$ cat src/rtl/thalm_pkg.sv
package thalm_pkg;

  // Direction the detector is currently armed for.
  typedef enum logic {
    ARM_HOT  = 1'b0,
    ARM_COLD = 1'b1
  } arm_dir_e;

  function automatic int unsigned max4(input int unsigned a, input int unsigned b,
                                       input int unsigned c, input int unsigned d);
    int unsigned m;
    m = a;
    if (b > m) m = b;
    if (c > m) m = c;
    if (d > m) m = d;
    return m;
  endfunction

endpackage

$ cat src/rtl/thalm_rst_sync.sv
module thalm_rst_sync #(
  parameter int unsigned STAGES = 2
) (
  input  logic clk,
  input  logic rst_n,
  output logic rst_n_sync
);

  logic [STAGES-1:0] sync_q;
  logic [STAGES-1:0] sync_d;

  always_comb begin
    sync_d = {sync_q[STAGES-2:0], 1'b1};
  end

  always_ff @(posedge clk or negedge rst_n) begin
    if (!rst_n) sync_q <= '0;
    else        sync_q <= sync_d;
  end

  assign rst_n_sync = sync_q[STAGES-1];

endmodule

$ cat src/rtl/thalm_window_cmp.sv
module thalm_window_cmp #(
  parameter int unsigned WORD_W = 16,
  parameter int unsigned TEMP_W = 9
) (
  input  logic [WORD_W-1:0] sample_word,
  input  logic [WORD_W-1:0] hi_word,
  input  logic [WORD_W-1:0] lo_word,
  output logic              is_hot,
  output logic              is_cold
);

  localparam int unsigned FLD_LSB = WORD_W - TEMP_W;

  logic signed [TEMP_W-1:0] smp_val;
  logic signed [TEMP_W-1:0] hi_val;
  logic signed [TEMP_W-1:0] lo_val;
  logic                     unused_low_bits;

  assign smp_val = sample_word[WORD_W-1:FLD_LSB];
  assign hi_val  = hi_word[WORD_W-1:FLD_LSB];
  assign lo_val  = lo_word[WORD_W-1:FLD_LSB];

  // Fraction bits below the field are don't-care.
  assign unused_low_bits = ^{sample_word[FLD_LSB-1:0], hi_word[FLD_LSB-1:0], lo_word[FLD_LSB-1:0]};

  // Strict signed comparisons: equality never qualifies.
  assign is_hot  = (smp_val > hi_val);
  assign is_cold = (smp_val < lo_val);

endmodule

$ cat src/rtl/thalm_fault_queue.sv
module thalm_fault_queue #(
  parameter int unsigned DEPTH0 = 1,
  parameter int unsigned DEPTH1 = 2,
  parameter int unsigned DEPTH2 = 4,
  parameter int unsigned DEPTH3 = 6
) (
  input  logic       clk,
  input  logic       rst_n,
  input  logic       hold_zero,
  input  logic       sample_en,
  input  logic       qualify,
  input  logic [1:0] depth_sel,
  output logic       trip
);

  localparam int unsigned MAX_DEPTH = thalm_pkg::max4(DEPTH0, DEPTH1, DEPTH2, DEPTH3);
  localparam int unsigned CNT_W     = $clog2(MAX_DEPTH + 1);

  logic [CNT_W-1:0] cnt_q;
  logic [CNT_W-1:0] cnt_d;
  logic [CNT_W-1:0] cnt_inc;
  logic [CNT_W-1:0] depth_lim;
  logic             cnt_ce;

  always_comb begin
    unique case (depth_sel)
      2'b00:   depth_lim = CNT_W'(DEPTH0);
      2'b01:   depth_lim = CNT_W'(DEPTH1);
      2'b10:   depth_lim = CNT_W'(DEPTH2);
      default: depth_lim = CNT_W'(DEPTH3);
    endcase
  end

  assign cnt_inc = cnt_q + CNT_W'(1);

  always_comb begin
    cnt_d  = cnt_q;
    cnt_ce = 1'b0;
    trip   = 1'b0;
    if (hold_zero) begin
      cnt_d  = '0;
      cnt_ce = 1'b1;
    end else if (sample_en) begin
      cnt_ce = 1'b1;
      if (!qualify) begin
        cnt_d = '0;
      end else if (cnt_inc >= depth_lim) begin
        trip  = 1'b1;
        cnt_d = '0;
      end else begin
        cnt_d = cnt_inc;
      end
    end
  end

  always_ff @(posedge clk or negedge rst_n) begin
    if (!rst_n)      cnt_q <= '0;
    else if (cnt_ce) cnt_q <= cnt_d;
  end

endmodule

$ cat src/rtl/thalm_alarm_state.sv
module thalm_alarm_state
  import thalm_pkg::*;
(
  input  logic clk,
  input  logic rst_n,
  input  logic trip,
  input  logic is_hot,
  input  logic is_cold,
  input  logic irq_mode,
  input  logic shutdown,
  input  logic rd_pulse,
  output logic qualify,
  output logic alarm_lvl
);

  arm_dir_e dir_q;
  arm_dir_e dir_d;
  logic     dir_ce;
  logic     flag_q;
  logic     flag_d;
  logic     flag_ce;
  logic     sd_q;
  logic     sd_enter;

  assign qualify  = (dir_q == ARM_HOT) ? is_hot : is_cold;
  assign sd_enter = shutdown & ~sd_q;

  always_comb begin
    dir_ce = trip;
    dir_d  = (dir_q == ARM_HOT) ? ARM_COLD : ARM_HOT;
  end

  always_comb begin
    flag_ce = 1'b0;
    flag_d  = flag_q;
    if (irq_mode) begin
      if (trip) begin
        flag_ce = 1'b1;
        flag_d  = 1'b1;
      end else if (rd_pulse || sd_enter) begin
        flag_ce = 1'b1;
        flag_d  = 1'b0;
      end
    end
  end

  always_ff @(posedge clk or negedge rst_n) begin
    if (!rst_n) begin
      dir_q  <= ARM_HOT;
      flag_q <= 1'b0;
      sd_q   <= 1'b0;
    end else begin
      if (dir_ce)  dir_q  <= dir_d;
      if (flag_ce) flag_q <= flag_d;
      sd_q <= shutdown;
    end
  end

  assign alarm_lvl = irq_mode ? flag_q : (dir_q == ARM_COLD);

endmodule

$ cat src/rtl/thalm_alarm.sv
module thalm_alarm #(
  parameter int unsigned WORD_W      = 16,
  parameter int unsigned TEMP_W      = 9,
  parameter int unsigned DEPTH0      = 1,
  parameter int unsigned DEPTH1      = 2,
  parameter int unsigned DEPTH2      = 4,
  parameter int unsigned DEPTH3      = 6,
  parameter int unsigned SYNC_STAGES = 2
) (
  input  logic              clk,
  input  logic              rst_n,
  input  logic              smp_valid,
  input  logic [WORD_W-1:0] smp_word,
  input  logic [WORD_W-1:0] lim_hi_word,
  input  logic [WORD_W-1:0] lim_lo_word,
  input  logic              cfg_shutdown,
  input  logic              cfg_irq_mode,
  input  logic              cfg_active_high,
  input  logic [1:0]        cfg_queue_sel,
  input  logic              rd_pulse,
  output logic              alarm_out
);

  logic rst_n_sync;
  logic is_hot;
  logic is_cold;
  logic qualify;
  logic trip;
  logic alarm_lvl;

  thalm_rst_sync #(.STAGES(SYNC_STAGES)) u_rst (
    .clk        (clk),
    .rst_n      (rst_n),
    .rst_n_sync (rst_n_sync)
  );

  thalm_window_cmp #(.WORD_W(WORD_W), .TEMP_W(TEMP_W)) u_cmp (
    .sample_word (smp_word),
    .hi_word     (lim_hi_word),
    .lo_word     (lim_lo_word),
    .is_hot      (is_hot),
    .is_cold     (is_cold)
  );

  thalm_fault_queue #(
    .DEPTH0 (DEPTH0), .DEPTH1 (DEPTH1), .DEPTH2 (DEPTH2), .DEPTH3 (DEPTH3)
  ) u_fq (
    .clk       (clk),
    .rst_n     (rst_n_sync),
    .hold_zero (cfg_shutdown),
    .sample_en (smp_valid),
    .qualify   (qualify),
    .depth_sel (cfg_queue_sel),
    .trip      (trip)
  );

  thalm_alarm_state u_st (
    .clk       (clk),
    .rst_n     (rst_n_sync),
    .trip      (trip),
    .is_hot    (is_hot),
    .is_cold   (is_cold),
    .irq_mode  (cfg_irq_mode),
    .shutdown  (cfg_shutdown),
    .rd_pulse  (rd_pulse),
    .qualify   (qualify),
    .alarm_lvl (alarm_lvl)
  );

  assign alarm_out = cfg_active_high ? alarm_lvl : ~alarm_lvl;

endmodule

$ cat config.mk
export PLATFORM = sky130hd
export DESIGN_NAME = thalm_alarm
export DESIGN_NICKNAME = d
export VERILOG_FILES = /design/src/rtl/thalm_pkg.sv /design/src/rtl/thalm_rst_sync.sv /design/src/rtl/thalm_window_cmp.sv /design/src/rtl/thalm_fault_queue.sv /design/src/rtl/thalm_alarm_state.sv /design/src/rtl/thalm_alarm.sv
export SDC_FILE = /design/constraint.sdc
export NUM_CORES = 1
export LEC_CHECK = 0
export ABC_CLOCK_PERIOD_IN_PS = 1100
export BUFFER_PORTS_ARGS = -buffer_cell sky130_fd_sc_hd__buf_2
export CORE_MARGIN = 1.5
export CORE_UTILIZATION = 40
export DETAILED_ROUTE_END_ITERATION = 10
export PLACE_DENSITY = 0.8
export SETUP_SLACK_MARGIN = 0.02
export SLEW_MARGIN = 20
export SYNTH_ARGS = -nofsm -noshare
export SYNTH_HDL_FRONTEND = slang
export SYNTH_SLANG_ARGS = --single-unit
$ cat constraint.sdc
create_clock -name clk -period 1.1 [get_ports clk]
set_input_delay 0 -clock clk [delete_from_list [all_inputs] [get_ports clk]]
set_output_delay 0 -clock clk [all_outputs]
set_load 0.02 [all_outputs]
==> impl_metrics.yaml, run 1 <==
route:
  dr_total_vias: 920
  drc: 0
  drt-pass1-iter-count: 4
  routed_wl_um: 2150
  ant_nets: 0
  wl_per_cell_um: 11.7
  vias_per_cell: 5.00
  drtIter0Drc: 19
worst_setup_path:
  crit_chain: "ha_4, ha_4, a21o_1, a21oi_4, a2111oi_2, mux2i_1"
  path_buf_inv: 0
  cp_max_fo: 5
  cp_common_cell: "ha_4"
  worstPathRequired_ns: 1.22
  cp-startpoint: "u_fq.cnt_q[0]$_DFFE_PN0P_"
  crit_family: "compound AO/OA/AOI/OAI gates"
  slowest_stage: "dfrtp_1"
  worstSetupEndpointType: "flop"
  crit_type: "reg -> reg"
  reg2reg_from: "u_fq.cnt_q[0]$_DFFE_PN0P_"
  cp_slowest_stage_delay_ns: 0.42
  crit_path_start_kind: "flop"
  crit_arrival_ns: 1.87
global_route:
  grt_pass1_wl_um: 3720
  grt_pass1_vias: 948
  antenna_found_initial: 0
  grt_max_degree: 9
  overflow: 0
  grt_usage: 0.187
placement:
  dp_cells: 174
  port_buffers: 36
  dp_hpwl_um: 1810
  place_congestion: 0.820
synthesis:
  ys_seq_area_frac: 0.220
  netlist_instances: 100
  synth_area_um2: 911
  synth_seq_cells: 8
  ys_types: 28
  synth_warnings: 0
  yosys-top-cells-area: "ha_1, dfrtp_1, inv_1"
  synth_top_area_share: 0.288
  syn_area_per_cell_um2: 9.11
  yosysTopAreaCell: "ha_1"
  syn_nets: 178
sta:
  fin_skew_ns: 0.00140
  hold_viol: 0
  maxSlewViolCount: 0
  final.min_clock_period_ns: 1.75
  rsz0062_at_grt: "yes"
  setup_viol: 6
  fin_ws_ns: -0.652
  max_freq_mhz: 571
  post-route-period-util: 1.59
  whs_ns: 0.0505
clocking:
  cts_tree: "yes"
  cts_made_buffers: 3
  cts_root_buffer: "clkbuf_4"
  clk_latency_ns: 0.25
  h-tree-depth: 1
  cts_num_sinks: 8
  clockBufferDepth: 2
  clk_pin_slew_ns: 0.05
pwr:
  p_leak_nw: 0.758
  power.density_nw_per_um2: 946
  peakVddDrop_v: 0.00102
final_layout:
  n_antenna_cell: 0
  layout.cells.non_filler: 184
  mostFrequentLayoutCells: "buf_2, inv_1, ha_1"
  layout_commonest_cell: "buf_2"
  fin_nets: 236
  drive_above_1_share: 0.429
  syn2layout_area_growth_pct: 48.8
die:
  die_w_um: 50.7
  dieArea_um2: 2570
  initial_core_util: 0.416
  num_rows: 17
  core-area_um2: 2190
  io_pins: 58
  die_y_um: 50.7
run_status:
  status: "finished, violations left"
  violations: "negative setup slack"
run:
  max-cap-violations: 0
min_path:
  min_path_type: "in -> async"
[synth_stat cells]
cell type  count
a21o_1         3
o21ai_0        3
nor3b_1        1
mux2i_1        2
conb_1         1
o2111ai_1      1
nand4_1        2
a32o_1         4
a21oi_1        4
dfrtp_1        8
a2111o_1       1
o211ai_1       2
nand2_1        6
a2111oi_2      1
a211oi_1       1
a2111oi_4      1
xor2_1         2
or2_1          1
and3_2         1
and4_1         1
or2b_2         1
nor2b_1        2
nand2b_1       2
nor2_1         6
a22oi_2        1
ha_1          21
a311oi_2       1
inv_1         20
[sequential cells by signal, indices dropped and copies added, names as in the netlist]
register / flops
u_fq.cnt_q: 3
u_rst.sync_q: 2
u_st.dir_q: 1
u_st.flag_q: 1
u_st.sd_q: 1
[timing repair]
item,in CTS,in global routing
hold endpoints to repair,3,0
pin swaps,2,9
setup buffers,5,0
endpoints found under the setup margin,6,6
gates resized for setup,4,5
cloned,0,0
hold buffers,2,0
[worst reg2reg max path: stages, from the launching register on]
cell and delay (ns):
dfrtp_1 0.42, ha_4 0.27, ha_4 0.25, a21o_1 0.15
a21oi_4 0.09, a2111oi_2 0.33, mux2i_1 0.11
[stage by stage]
step,total power [mW],setup slack (ns),instance area (um^2),util,TNS (ns)
after floorplan,0.668,-0.601,917,-,-2.81
after global placement,0.869,-0.651,1210,0.551,-3.15
after detailed placement,0.900,-0.777,1210,0.551,-3.65
after CTS,1.24,-0.702,1310,0.596,-3.44
after global routing,1.38,-0.730,1360,0.619,-3.72
final,1.28,-0.652,1360,0.619,-3.25
[report_power, final]
| group | switching [mW] | internal (mW) |
|---|---|---|
| logic | 0.301 | 0.390 |
| registers | 0.0358 | 0.331 |
| clock network | 0.0989 | 0.125 |
| total | 0.436 | 0.846 |
[cell type report]
cell class	count	area (um^2)
repair buffers	53	319
inverters	20	75.1
clock buffers	3	22.5
flip-flops and latches	8	200
fillers	185	836
multi-input cells	72	703
well taps	28	35.0
[final timing paths]
kind	slack, ns	to	cells past startpoint
max reg2reg	-0.65	u_st.dir_q$_DFFE_PN0P_	6
max	-0.65	u_st.dir_q$_DFFE_PN0P_	6
min in group clk	0.06	u_st.flag_q$_DFFE_PN0P_	2
min reg2reg	0.10	u_st.flag_q$_DFFE_PN0P_	0
min	0.05	u_rst.sync_q[0]$_DFF_PN0_	2
max in group asynchronous	0.78	u_st.sd_q$_DFF_PN0_	0
[cells by family (layout without fill, tap and decap cells)]
| logic type | Yosys count | after routing | synth area share |
|---|---|---|---|
| XOR/XNOR | 2 | 2 | 0.0192 |
| buffers and inverters | 20 | 76 | 0.0824 |
| AO/OA/AOI/OAI | 23 | 23 | 0.231 |
| other | 1 | 1 | 0.00412 |
| flip-flops | 8 | 8 | 0.220 |
| adder cells (fa/ha/maj) | 21 | 21 | 0.288 |
| multiplexers | 2 | 2 | 0.0220 |
| AND/OR/NAND/NOR | 23 | 23 | 0.133 |
[metal layers]
metal | vias up | share of wire | wire, um | GRT usage
li1 | 470 | - | - | -
met2 | 26 | 0.51 | 1100 | 0.338
met5 | - | 0 | 0 | 0
met1 | 422 | 0.43 | 931 | 0.214
met3 | 2 | 0.048 | 103 | 0.0565
met4 | 0 | 0.0084 | 18 | 0.0450
Power figures use the tool's default switching activity.
==> inputs of run 2 (changes only) <==
Settings changed: CORE_UTILIZATION 40 to 45, PLACE_DENSITY 0.8 to 0.88, REMOVE_ABC_BUFFERS set to 1.
==> run 2 against run 1 <==
Effect of this change:
- combinational power up 10%
- fmax down 3.9%
- the flow still finishes with violations (negative setup slack)
- cell count up 0.54%
- worst setup slack worse by 0.072 ns
- design area up 3.5%
- core utilization up 10 points
- clock skew up 0.015 ns
- routed wire length up 6.2%
- first-iteration DRC count down 74%
==> impl_metrics.yaml, run 2 (synthesized netlist as in run 1, its figures left out) <==
final_layout:
  syn2layout_area_growth_pct: 54.0
  regMostFlops: "u_fq.cnt_q"
  layout.cells.non_filler: 185
  reg.largest.list: "u_fq.cnt_q (3), u_rst.sync_q (2)"
  drive_above_1_share: 0.449
  fin_nets: 238
  n_antenna_cell: 0
  layout_commonest_cell: "buf_2"
  largest_reg_flops: 3
  mostFrequentLayoutCells: "buf_2, inv_1, ha_1"
  nFillCells: 143
clocking:
  cts_tree: "yes"
  clockBufferDepth: 2
  cts_root_buffer: "clkbuf_4"
  cts_made_buffers: 3
  clk_latency_ns: 0.26
  h-tree-depth: 1
  clk_pin_slew_ns: 0.06
  cts_num_sinks: 8
sta:
  hold_viol: 0
  post-route-period-util: 1.66
  fin_ws_ns: -0.723
  final.min_clock_period_ns: 1.82
  rsz0062_at_grt: "yes"
  setup_viol: 6
  maxSlewViolCount: 0
  fin_skew_ns: 0.0169
  fin_setup_tns_ns: -3.55
  max_freq_mhz: 549
worst_setup_path:
  cp_max_fo: 4
  crit_family: "compound AO/OA/AOI/OAI gates"
  crit_type: "reg -> reg"
  crit_arrival_ns: 1.98
  worstSetupEndpointType: "flop"
  slowest_stage: "dfrtp_1"
  worstPathRequired_ns: 1.25
  cp_slowest_stage_delay_ns: 0.43
  crit_path_start_kind: "flop"
  cp_common_cell: "buf_6"
  crit_chain: "buf_6, ha_4, nand2b_4, a21o_1, a21oi_4, buf_6, nor2_2, a32o_1"
  path_buf_inv: 2
die:
  dieArea_um2: 2300
  initial_core_util: 0.469
  num_rows: 16
  die_y_um: 48.0
  core-area_um2: 1940
  die_w_um: 48.0
  io_pins: 58
run:
  max-cap-violations: 0
run_status:
  violations: "negative setup slack"
  status: "finished, violations left"
pwr:
  power.total_mw: 1.36
  p_leak_nw: 0.769
  peakVddDrop_v: 0.000975
  power.density_nw_per_um2: 971
route:
  routed_wl_um: 2290
  drc: 0
  wl_per_cell_um: 12.4
  drt-pass1-iter-count: 4
  drtIter0Drc: 5
  vias_per_cell: 5.00
  dr_total_vias: 925
  ant_nets: 0
global_route:
  grt_pass1_wl_um: 3380
  overflow: 0
  grt_pass1_vias: 863
  antenna_found_initial: 0
  grt_max_degree: 9
  grt_usage: 0.209
placement:
  place_congestion: 0.822
  dp_cells: 174
  port_buffers: 36
  dp_hpwl_um: 1770
min_path:
  min_path_type: "in -> reg"
run 2: cell count changes in the layout (fill, tap and decap cells not counted), sizes merged:
cell  previous run  this run
buf             51        53
run 2: worst reg2reg max path: stages (launching register included):
cell	delay, ns
dfrtp_1	0.43
buf_6	0.15
ha_4	0.20
nand2b_4	0.13
a21o_1	0.21
a21oi_4	0.22
buf_6	0.12
nor2_2	0.03
a32o_1	0.25
run 2: routing by layer:
metal,part of all wire,routed length [um],vias to the layer above,global-route usage
li1,-,-,474,-
met1,0.44,1020,424,0.264
met2,0.50,1150,25,0.355
met3,0.045,104,2,0.0717
met4,0.0061,14,0,0.0270
met5,0,0,-,0
run 2: repair_timing:
action,CTS,global route
setup buffers,4,2
pin swaps,7,9
hold buffers,2,0
setup endpoints to repair,6,6
gates resized for setup,7,10
hold endpoints to repair,3,0
run 2: worst paths after layout:
kind | startpoint | endpoint | slack [ns] | cells after the start
max | u_fq.cnt_q[0]$_DFFE_PN0P_ | u_st.flag_q$_DFFE_PN0P_ | -0.72 | 8
min | cfg_irq_mode | u_st.flag_q$_DFFE_PN0P_ | 0.05 | 2
max reg2reg | u_fq.cnt_q[0]$_DFFE_PN0P_ | u_st.flag_q$_DFFE_PN0P_ | -0.72 | 8
min reg2reg | u_rst.sync_q[1]$_DFF_PN0_ | u_fq.cnt_q[1]$_DFFE_PN0P_ | 0.08 | 0
max in group asynchronous | u_rst.sync_q[1]$_DFF_PN0_ | u_fq.cnt_q[0]$_DFFE_PN0P_ | 0.80 | 0
min in group asynchronous | rst_n | u_rst.sync_q[0]$_DFF_PN0_ | 0.06 | 2
run 2: per-stage QoR:
step / setup WS, ns / hold slack [ns] / utilization / area, um^2
after detailed placement: -0.894 / -0.212 / 0.622 / 1210
final: -0.723 / 0.0463 / 0.722 / 1400
after global routing: -0.790 / 0.0598 / 0.722 / 1400
after global placement: -0.787 / -0.215 / 0.622 / 1210
after floorplan: -0.743 / -0.296 / - / 911
after CTS: -0.733 / 0.0416 / 0.678 / 1320
run 2: layout make-up:
| class | count | area [um^2] | area share |
|---|---|---|---|
| inverter | 20 | 75.1 | 0.0535 |
| timing repair buffer | 55 | 345 | 0.246 |
| clock buffer | 3 | 22.5 | 0.0161 |
| multi-input combinational | 72 | 726 | 0.517 |
| sequential | 8 | 200 | 0.143 |
| tap | 27 | 33.8 | 0.0241 |
run 2: report_power, final:
| group | total [mW] | internal, mW | switching (mW) |
|---|---|---|---|
| clock | 0.231 | 0.125 | 0.106 |
| combinational | 0.760 | 0.435 | 0.325 |
| sequential | 0.371 | 0.331 | 0.0401 |
| total | 1.36 | 0.891 | 0.471 |
